--- src/rtl/bank_pkg.sv ---
package bank_pkg;
  localparam int IDX_W = 5;

  typedef struct packed {
    logic             clearAll;
    logic             clearOne;
    logic [IDX_W-1:0] clearIdx;
    logic             wrEn;
    logic [IDX_W-1:0] wrIdx;
    logic             loadAll;
    logic             passThru;
  } bank_strobe_t;
endpackage

--- src/rtl/bank_ctrl.sv ---
module bank_ctrl
  import bank_pkg::*;
#(
  parameter int NUM_CH      = 8,
  parameter int SYNC_STAGES = 2,
  localparam int CH_W       = $clog2(NUM_CH)
) (
  input  logic            clk,
  input  logic            rst_n,
  input  logic            loadPin,
  input  logic            genResetReq,
  input  logic            wrValid,
  input  logic [CH_W-1:0] wrChan,
  input  logic            wrUpdate,
  input  logic            ptrValid,
  input  logic [7:0]      ptrByte,
  output bank_strobe_t    ctrl
);
  logic [SYNC_STAGES-1:0] syncQ;
  logic                   prevLvl;
  logic                   loadLvl;
  logic                   fallPulse;
  logic [2:0]             ptrCode;
  logic                   idxInRange;

  // Pin synchronizer and previous-level flop.
  always_ff @(posedge clk or negedge rst_n) begin
    if (!rst_n) begin
      syncQ   <= '0;
      prevLvl <= 1'b0;
    end else begin
      syncQ   <= {syncQ[SYNC_STAGES-2:0], loadPin};
      prevLvl <= loadLvl;
    end
  end

  assign loadLvl    = syncQ[SYNC_STAGES-1];
  assign fallPulse  = prevLvl & ~loadLvl;
  assign ptrCode    = ptrByte[7:5];
  assign idxInRange = int'(ptrByte[4:0]) < NUM_CH;

  always_comb begin
    ctrl          = '0;
    ctrl.clearAll = genResetReq | (ptrValid & (ptrCode == 3'b100));
    ctrl.clearOne = ptrValid & (ptrCode == 3'b010) & idxInRange;
    ctrl.clearIdx = ptrByte[4:0];
    ctrl.wrEn     = wrValid;
    ctrl.wrIdx    = IDX_W'(wrChan);
    ctrl.loadAll  = fallPulse | (wrValid & wrUpdate);
    ctrl.passThru = ~loadLvl;
  end
endmodule

--- src/rtl/bank_regs.sv ---
module bank_regs
  import bank_pkg::*;
#(
  parameter int NUM_CH  = 8,
  parameter int CODE_W  = 10,
  localparam int CH_W   = $clog2(NUM_CH),
  localparam int FLAT_W = NUM_CH * CODE_W
) (
  input  logic              clk,
  input  logic              rst_n,
  input  bank_strobe_t      ctrl,
  input  logic [CODE_W-1:0] wrData,
  input  logic [CH_W-1:0]   rdChan,
  output logic [CODE_W-1:0] rdData,
  output logic [FLAT_W-1:0] activeFlat,
  output logic [FLAT_W-1:0] storeFlat
);
  localparam logic [CODE_W-1:0] MID = {1'b1, {(CODE_W-1){1'b0}}};

  logic [CODE_W-1:0] storeQ [NUM_CH];
  logic [CODE_W-1:0] actQ   [NUM_CH];

  for (genvar i = 0; i < NUM_CH; i++) begin : g_chan
    logic wrHit;
    logic clrHit;
    assign wrHit  = ctrl.wrEn & (ctrl.wrIdx == IDX_W'(i));
    assign clrHit = ctrl.clearAll | (ctrl.clearOne & (ctrl.clearIdx == IDX_W'(i)));

    always_ff @(posedge clk or negedge rst_n) begin
      if (!rst_n) begin
        storeQ[i] <= MID;
        actQ[i]   <= MID;
      end else if (clrHit) begin
        storeQ[i] <= MID;
        actQ[i]   <= MID;
      end else begin
        if (wrHit) storeQ[i] <= wrData;
        if (ctrl.loadAll) actQ[i] <= wrHit ? wrData : storeQ[i];
        else if (ctrl.passThru && wrHit) actQ[i] <= wrData;
      end
    end

    assign activeFlat[i*CODE_W +: CODE_W] = actQ[i];
    assign storeFlat[i*CODE_W +: CODE_W]  = storeQ[i];
  end

  assign rdData = storeQ[rdChan];
endmodule

--- src/rtl/dual_rank_code_bank.sv ---
module dual_rank_code_bank
  import bank_pkg::*;
#(
  parameter int NUM_CH      = 8,
  parameter int CODE_W      = 10,
  parameter int SYNC_STAGES = 2,
  localparam int CH_W       = $clog2(NUM_CH),
  localparam int FLAT_W     = NUM_CH * CODE_W
) (
  input  logic              clk,
  input  logic              rst_n,
  input  logic              loadPin,
  input  logic              genResetReq,
  input  logic              wrValid,
  input  logic [CH_W-1:0]   wrChan,
  input  logic [CODE_W-1:0] wrData,
  input  logic              wrUpdate,
  input  logic              ptrValid,
  input  logic [7:0]        ptrByte,
  input  logic [CH_W-1:0]   rdChan,
  output logic [CODE_W-1:0] rdData,
  output logic [FLAT_W-1:0] activeFlat
);
  bank_strobe_t      ctrl;
  logic [FLAT_W-1:0] storeFlat;

  bank_ctrl #(.NUM_CH(NUM_CH), .SYNC_STAGES(SYNC_STAGES)) ctrl_i (
    .clk(clk), .rst_n(rst_n), .loadPin(loadPin), .genResetReq(genResetReq),
    .wrValid(wrValid), .wrChan(wrChan), .wrUpdate(wrUpdate),
    .ptrValid(ptrValid), .ptrByte(ptrByte), .ctrl(ctrl)
  );

  bank_regs #(.NUM_CH(NUM_CH), .CODE_W(CODE_W)) regs_i (
    .clk(clk), .rst_n(rst_n), .ctrl(ctrl), .wrData(wrData), .rdChan(rdChan),
    .rdData(rdData), .activeFlat(activeFlat), .storeFlat(storeFlat)
  );
endmodule

--- config.mk ---
export PLATFORM = sky130hd
export DESIGN_NAME = dual_rank_code_bank
export DESIGN_NICKNAME = d
export VERILOG_FILES = /design/src/rtl/bank_pkg.sv /design/src/rtl/bank_ctrl.sv /design/src/rtl/bank_regs.sv /design/src/rtl/dual_rank_code_bank.sv
export SDC_FILE = /design/constraint.sdc
export NUM_CORES = 1
export LEC_CHECK = 0
export BUFFER_PORTS_ARGS = -buffer_cell sky130_fd_sc_hd__buf_4
export CAP_MARGIN = 40
export CORE_MARGIN = 3
export CORE_UTILIZATION = 50
export CTS_BUF_LIST = sky130_fd_sc_hd__clkbuf_4
export DETAILED_ROUTE_END_ITERATION = 8
export PLACE_DENSITY = 0.7
export SLEW_MARGIN = 5
export SYNTH_ARGS = -nofsm -noshare
export SYNTH_HDL_FRONTEND = slang
export SYNTH_SLANG_ARGS = --single-unit
--- constraint.sdc ---
create_clock -name clk -period 1.8 [get_ports clk]
set_clock_uncertainty 0.15 [all_clocks]
set_input_delay 0 -clock clk [delete_from_list [all_inputs] [get_ports clk]]
set_output_delay 0 -clock clk [all_outputs]
set_load 0.005 [all_outputs]
# Word-level counts from Yosys, hierarchy flattened
# Index checks and enable logic that the tools add are counted.
[word_totals]
register_bits = 163
elab_cells = 130
[op_classes]
bitwise_logic = 33
eq_ne = 16
n_mux = 43
reduce_logical = 18
magnitude_cmp = 2
[ops]
columns = ["op", "n"]
rows = [
  ["2-to-1 mux 10 bit", 42],
  ["binary-select mux 10 bit (select 3 bit)", 1],
  ["nonzero test 3 bit", 8],
  ["bitwise AND 1 bit", 21],
  ["equality test 5 x 3 -> 1 bit, second input constant", 4],
  ["equality test 3 bit, second input constant", 5],
  ["equality test 5 x 2 -> 1 bit, second input constant", 2],
  ["logical NOT 5 bit", 2],
  ["bitwise OR 1 bit", 10],
  ["equality test 3 x 2 -> 1 bit, second input constant", 3],
  ["logical AND 1 bit", 8],
  ["equality test 5 x 1 -> 1 bit, second input constant", 1],
  ["less-than comparator 5 x 4 -> 1 bit, second input constant", 1],
  [">= comparator 4 bit, second input constant", 1],
  ["NOT 3 -> 4 bit", 1],
  ["equality test 3 x 1 -> 1 bit, second input constant", 1],
  ["NOT 1 bit", 1],
]

# Logic depth before layout (Yosys ltp)
[depth]
ltp_word = 6
ltp_mapped = 6

# Cells and area by module
# Synthesis repeated with hierarchy kept, for this count alone.
[hier_totals]
cells_unflattened = 765
hier_area_um2 = 8256.7
[modules_own_cells]
columns = ["module", "area_per_inst_um2", "instances", "cells_each"]
rows = [
  ["bank_regs", 8050.2, 1, 744],
  ["bank_ctrl", 206.4, 1, 21],
]

# Worst setup path after synthesis
# No wires, ideal clock.
[synth_path]
path_type = "register -> register"
startpoint = "reg ctrl_i.syncQ[1]"
endpoint = "reg regs_i.actQ (netlist bit regs_i.activeFlat[9])"
setup_ns = 0.101
synth_period_minus_slack_ns = 1.743
arrival_time_ns = 1.493
n_path_buf = 2
t_required_ns = 1.549
stages_incl_launch_ff = 7
setup_slack_ns = 0.057
cell_sequence = "dfrtp_1 nand2b_1 buf_4 a21oi_1 buf_2 mux2_2 a2bb2oi_1"
[synth_between]
elab_chain_len = 5
elab_cells_between_ends = 7
cone_classes = "mux: 2; bitwise: 3; reduce/logical: 2"
[synth_rtl]
columns = ["item", "line", "source"]
rows = [
  ["start: declaration", "bank_ctrl.sv:19", "logic [SYNC_STAGES-1:0] syncQ;"],
  ["start signal: assignment", "bank_ctrl.sv:32", "syncQ <= {syncQ[SYNC_STAGES-2:0], loadPin};"],
  ["NOT 1 bit (*)", "bank_ctrl.sv:38, bank_ctrl.sv:50", ""],
  ["bitwise AND 1 bit", "bank_ctrl.sv:38", "assign fallPulse = prevLvl & ~loadLvl;"],
  ["bitwise OR 1 bit", "bank_ctrl.sv:49", "ctrl.loadAll = fallPulse | (wrValid & wrUpdate);"],
  ["2-to-1 mux 10 bit", "bank_regs.sv:38", "if (ctrl.loadAll) actQ[i] <= wrHit ? wrData : storeQ[i];"],
  ["2-to-1 mux 10 bit", "bank_regs.sv:33", "end else if (clrHit) begin"],
  ["end signal: indexed assignment", "bank_regs.sv:38", ""],
  ["end signal: indexed assignment", "bank_regs.sv:39", "else if (ctrl.passThru && wrHit) actQ[i] <= wrData;"],
  ["end: declaration", "bank_regs.sv:21", "logic [CODE_W-1:0] actQ [NUM_CH];"],
]
# Every way passes the cells marked *; elsewhere a longest branch is shown, timed or not.
# A chain may end at the register's enable or synchronous reset.

# Worst setup path in the final report
[layout_path]
startpoint = "reg regs_i.storeQ (netlist bit regs_i.storeFlat[67])"
endpoint = "out rdData[7]"
[layout_between]
elab_chain_len = 3
[layout_rtl]
columns = ["item", "line", "source"]
rows = [
  ["start: declaration", "bank_regs.sv:20", "logic [CODE_W-1:0] storeQ [NUM_CH];"],
  ["start signal: indexed assignment", "bank_regs.sv:37", "if (wrHit) storeQ[i] <= wrData;"],
  ["binary-select mux 10 bit (select 3 bit)", "bank_regs.sv:47", "assign rdData = storeQ[rdChan];"],
  ["2-to-1 mux 10 bit (not written as such) (2 in a row)", "bank_regs.sv:47", ""],
  ["end: declaration", "dual_rank_code_bank.sv:21", "output logic [CODE_W-1:0] rdData,"],
]
# No other way between the ends. The select of a mux whose other input is x is not followed.

==> flow_summary_export.csv <==
group,metric,value,unit
run_status,status,"finished with violations",
run_status,violations,"negative setup slack",
setup_path,setup.worst_path.end_class,"output port",
timing,finalWorstSetupSlack,-337,ps
die,coreArea,15500,sq um
timing,timing.final.crit_share,119,%
power,power_density,673,nW/um^2
global_route,grt_overflow,0,
power,pwr-share-comb,21.0,%
synthesis,syn-cell-area,8100,sq um
placement,placed_area,9370,sq um
synthesis,synthTopCellsByCount,"172 x nand2_1, 147 x dfrtp_1, 80 x a21oi_1",
setup_path,worstPathRequired,1650,ps
synthesis,ys_top_cells_by_area,"dfrtp_1 45%, mux2i_1 8.9%, nand2_1 8.0%, o2bb2ai_1 7.8%, mux4_2 5.6%",
power,clkPwrFrac,27.4,%
synthesis,async_reset_ff_share,100,%
die,rows,45,
synthesis,synth_cell_types,40,
setup_path,r2r-start,"ctrl_i.syncQ[1]$_DFF_PN0_",
synthesis,syn_avg_cell_area,11.1,sq um
setup_path,cp_max_fo,2,
clock_tree,insertion_delay,580,ps
synthesis,synth_top_area_share,45.4,%
worst_hold_path,min_to,"regs_i.activeFlat[8]$_DFFE_PN0P_",
detailed_routing,drtIter0Drc,1001,
global_route,grt_use_total,29.3,%
timing,rsz0062_at_grt,"yes",
setup_path,critPathArrivalTime,1990,ps
setup_path,rr_worst_depth,6,
placement,io_buffers,120,
clock_tree,clk_pin_slew,140,ps
clock_tree,clockBufferDepth,2,
clock_tree,clock-sinks,163,
die,ios,121,
die,start_util,52.1,%
timing,setup_viol,55,
synthesis,synth_area_leader_cell,"dfrtp_1",
run,drv_cap,0,
clock_tree,cts_tree,"built",
die,die_area,17800,sq um
detailed_routing,drt-total-wl,27600,um
synthesis,netlist_instances,727,
finish,drive_above_1_share,39.2,%
power,netSwitchingFraction,30.9,%
detailed_routing,drt_first_pass_iters,6,
synthesis,yosysMostFrequentCell,"nand2_1",
timing,worstMarginPinSlew,574,ps
setup_path,worst-r2r-setup-slack,-80,ps
clock_tree,cts_root_buf,"clkbuf_4",
setup_path,critPathKind,"flop to output port",
detailed_routing,wl_per_cell,23.4,um
synthesis,synth_flop_cell,"dfrtp_1",
die,die_h,133,um
placement,place_ws,-146,ps
global_route,grt_pass1_vias,7003,
finish,syn_to_final_growth,39.7,%
placement,dp_hpwl,17000,um
timing,maxSlewViolCount,0,
power,p_int,5.26,mW
detailed_routing,drc,0,
synthesis,yosysWarnings,0,
detailed_routing,drtAntennaViolNets,0,
synthesis,syn-num-nets,758,
timing,finalCriticalPeriod,2140,ps
power,power.leakage,4.94,nW
worst_hold_path,holdCritStartpoint,"ptrByte[6]",
clock_tree,cts_buffers,17,
global_route,grt_max_degree,68,
finish,fin_nets,986,
setup_path,cp-start-kind,"flop",
placement,place_congestion,0.909,
power,power_frac_seq,51.6,%
detailed_routing,vias,7342,
die,die_w,133,um
detailed_routing,via_per_inst,6.23,
power,vdd_drop_max,473,uV
finish,antennaDiodeCount,0,
setup_path,reg2reg_to,"regs_i.activeFlat[66]$_DFFE_PN0P_",
synthesis,synth_edf_count,0,
timing,hold_viol_final,0,
power,p_sw,2.36,mW
worst_hold_path,hold_depth,5,
global_route,grt_pass1_wl,40300,um
finish,final_area,11300,sq um
worst_hold_path,holdCritPathClass,"primary input to flop",
finish,num-fill-cells,1049,
synthesis,ys_ff_latch,163,
clock_tree,cts_htree_levels,4,
synthesis,seq_area_frac_synth,50.6,%
timing,clock.fmax,468,MHz
global_route,antenna_found_initial,0,
timing,slew_headroom,61.7,%
==> flip-flops by register name, summed over array words and instances, names as in the netlist <==
register	count
regs_i.activeFlat	80
regs_i.storeFlat	80
ctrl_i.syncQ	2
ctrl_i.prevLvl	1
==> through the flow <==
step | util (%) | TNS, ps | std cells | hold slack, ps | total power, mW
2_1_floorplan | - | 0 | 727 | -446 | 4.59
3_3_place_gp | 60.1 | -43610 | 1047 | -229 | 5.12
3_5_place_dp | 60.3 | -6360 | 1048 | -219 | 5.17
4_1_cts | 68.2 | -2940 | 1156 | -196 | 7.37
5_1_grt | 72.9 | -7290 | 1179 | 49.8 | 7.91
6_report | 72.9 | -4090 | 1179 | 46.9 | 7.62
==> critical path: stages (launching register included) <==
cell and delay (ps):
dfrtp_1 450, mux4_2 550, mux2_4 290, buf_6 120
==> worst max-delay path by stage <==
stage / endpoint / cells after the start / slack (ps) / start
global route: rdData[6] / 3 / -360 / regs_i.storeFlat[56]$_DFF_PN0_
floorplan: regs_i.activeFlat[9]$_DFFE_PN1P_ / 6 / 60 / ctrl_i.syncQ[1]$_DFF_PN0_
finish: rdData[7] / 3 / -340 / regs_i.storeFlat[67]$_DFF_PN0_
CTS: rdData[3] / 3 / -320 / regs_i.storeFlat[43]$_DFF_PN0_
global placement: regs_i.activeFlat[59]$_DFFE_PN1P_ / 5 / -340 / ptrValid
detailed placement: regs_i.activeFlat[53]$_DFFE_PN0P_ / 5 / -150 / ctrl_i.syncQ[1]$_DFF_PN0_
==> power groups by stage <==
stage / combinational [mW] / sequential [mW] / clock, mW
after floorplan: 0.627 / 3.96 / 0
after global placement: 1.14 / 3.98 / 0
after detailed placement: 1.18 / 3.98 / 0
after CTS: 1.37 / 3.92 / 2.08
after global routing: 1.69 / 3.95 / 2.28
final: 1.60 / 3.93 / 2.09
==> layout by cell type (no fill, tap or decap), types with 5 or more instances in the layout <==
master           n
a21oi_1         72
nand2_1        172
mux2_4          10
nor2b_1          5
dfstp_2         16
buf_6           20
nand4_1         11
mux4_2          20
dlygate4sd3_1   40
a21oi_4          7
dfrtp_1        145
buf_12          13
buf_4          164
mux2i_1         60
o211ai_4        11
o2bb2ai_1       48
mux2i_2          9
nor3b_4          8
nand3_1          9
clkinvlp_4       5
o2bb2ai_2       23
inv_1            8
mux2_2           8
a2bb2oi_1        6
nor2_4           6
clkbuf_4        18
==> kinds of logic (layout without fill, tap and decap cells) <==
| family | count (synthesis) | count (layout) | share of synthesized area (%) |
|---|---|---|---|
| buffers and inverters | 49 | 284 | 2.90 |
| DFF | 163 | 163 | 50.6 |
| and+or+nand+nor | 237 | 237 | 14.6 |
| AOI/OAI and AO/OA | 168 | 174 | 14.9 |
| muxes | 110 | 110 | 17.0 |
==> layout make-up <==
cell class	count	area [sq um]	share of cell area (%)
multi-input cells	521	4430	39.1
flip-flops and latches	163	4100	36.2
repair buffers	244	2240	19.8
well taps	211	264	2.33
clock inverters	15	134	1.18
clock buffers	17	128	1.13
inverters	8	30.0	0.265
==> metal layers <==
layer | global-route usage [%] | vias up | routed length, um
met3 | 7.36 | 74 | 2820
li1 | - | 3125 | -
met1 | 41.5 | 3674 | 10800
met5 | 0 | - | 0
met2 | 45.0 | 469 | 13100
met4 | 9.31 | 0 | 930
==> timing repair <==
action	CTS	global route
endpoints found under the setup margin	90	108
setup buffers	30	21
hold endpoints to repair	324	20
hold buffers	39	2
gates cloned	7	7
gates resized for setup	53	77
pin swaps	10	35
Note: power is estimated with default switching activity, not from simulation.
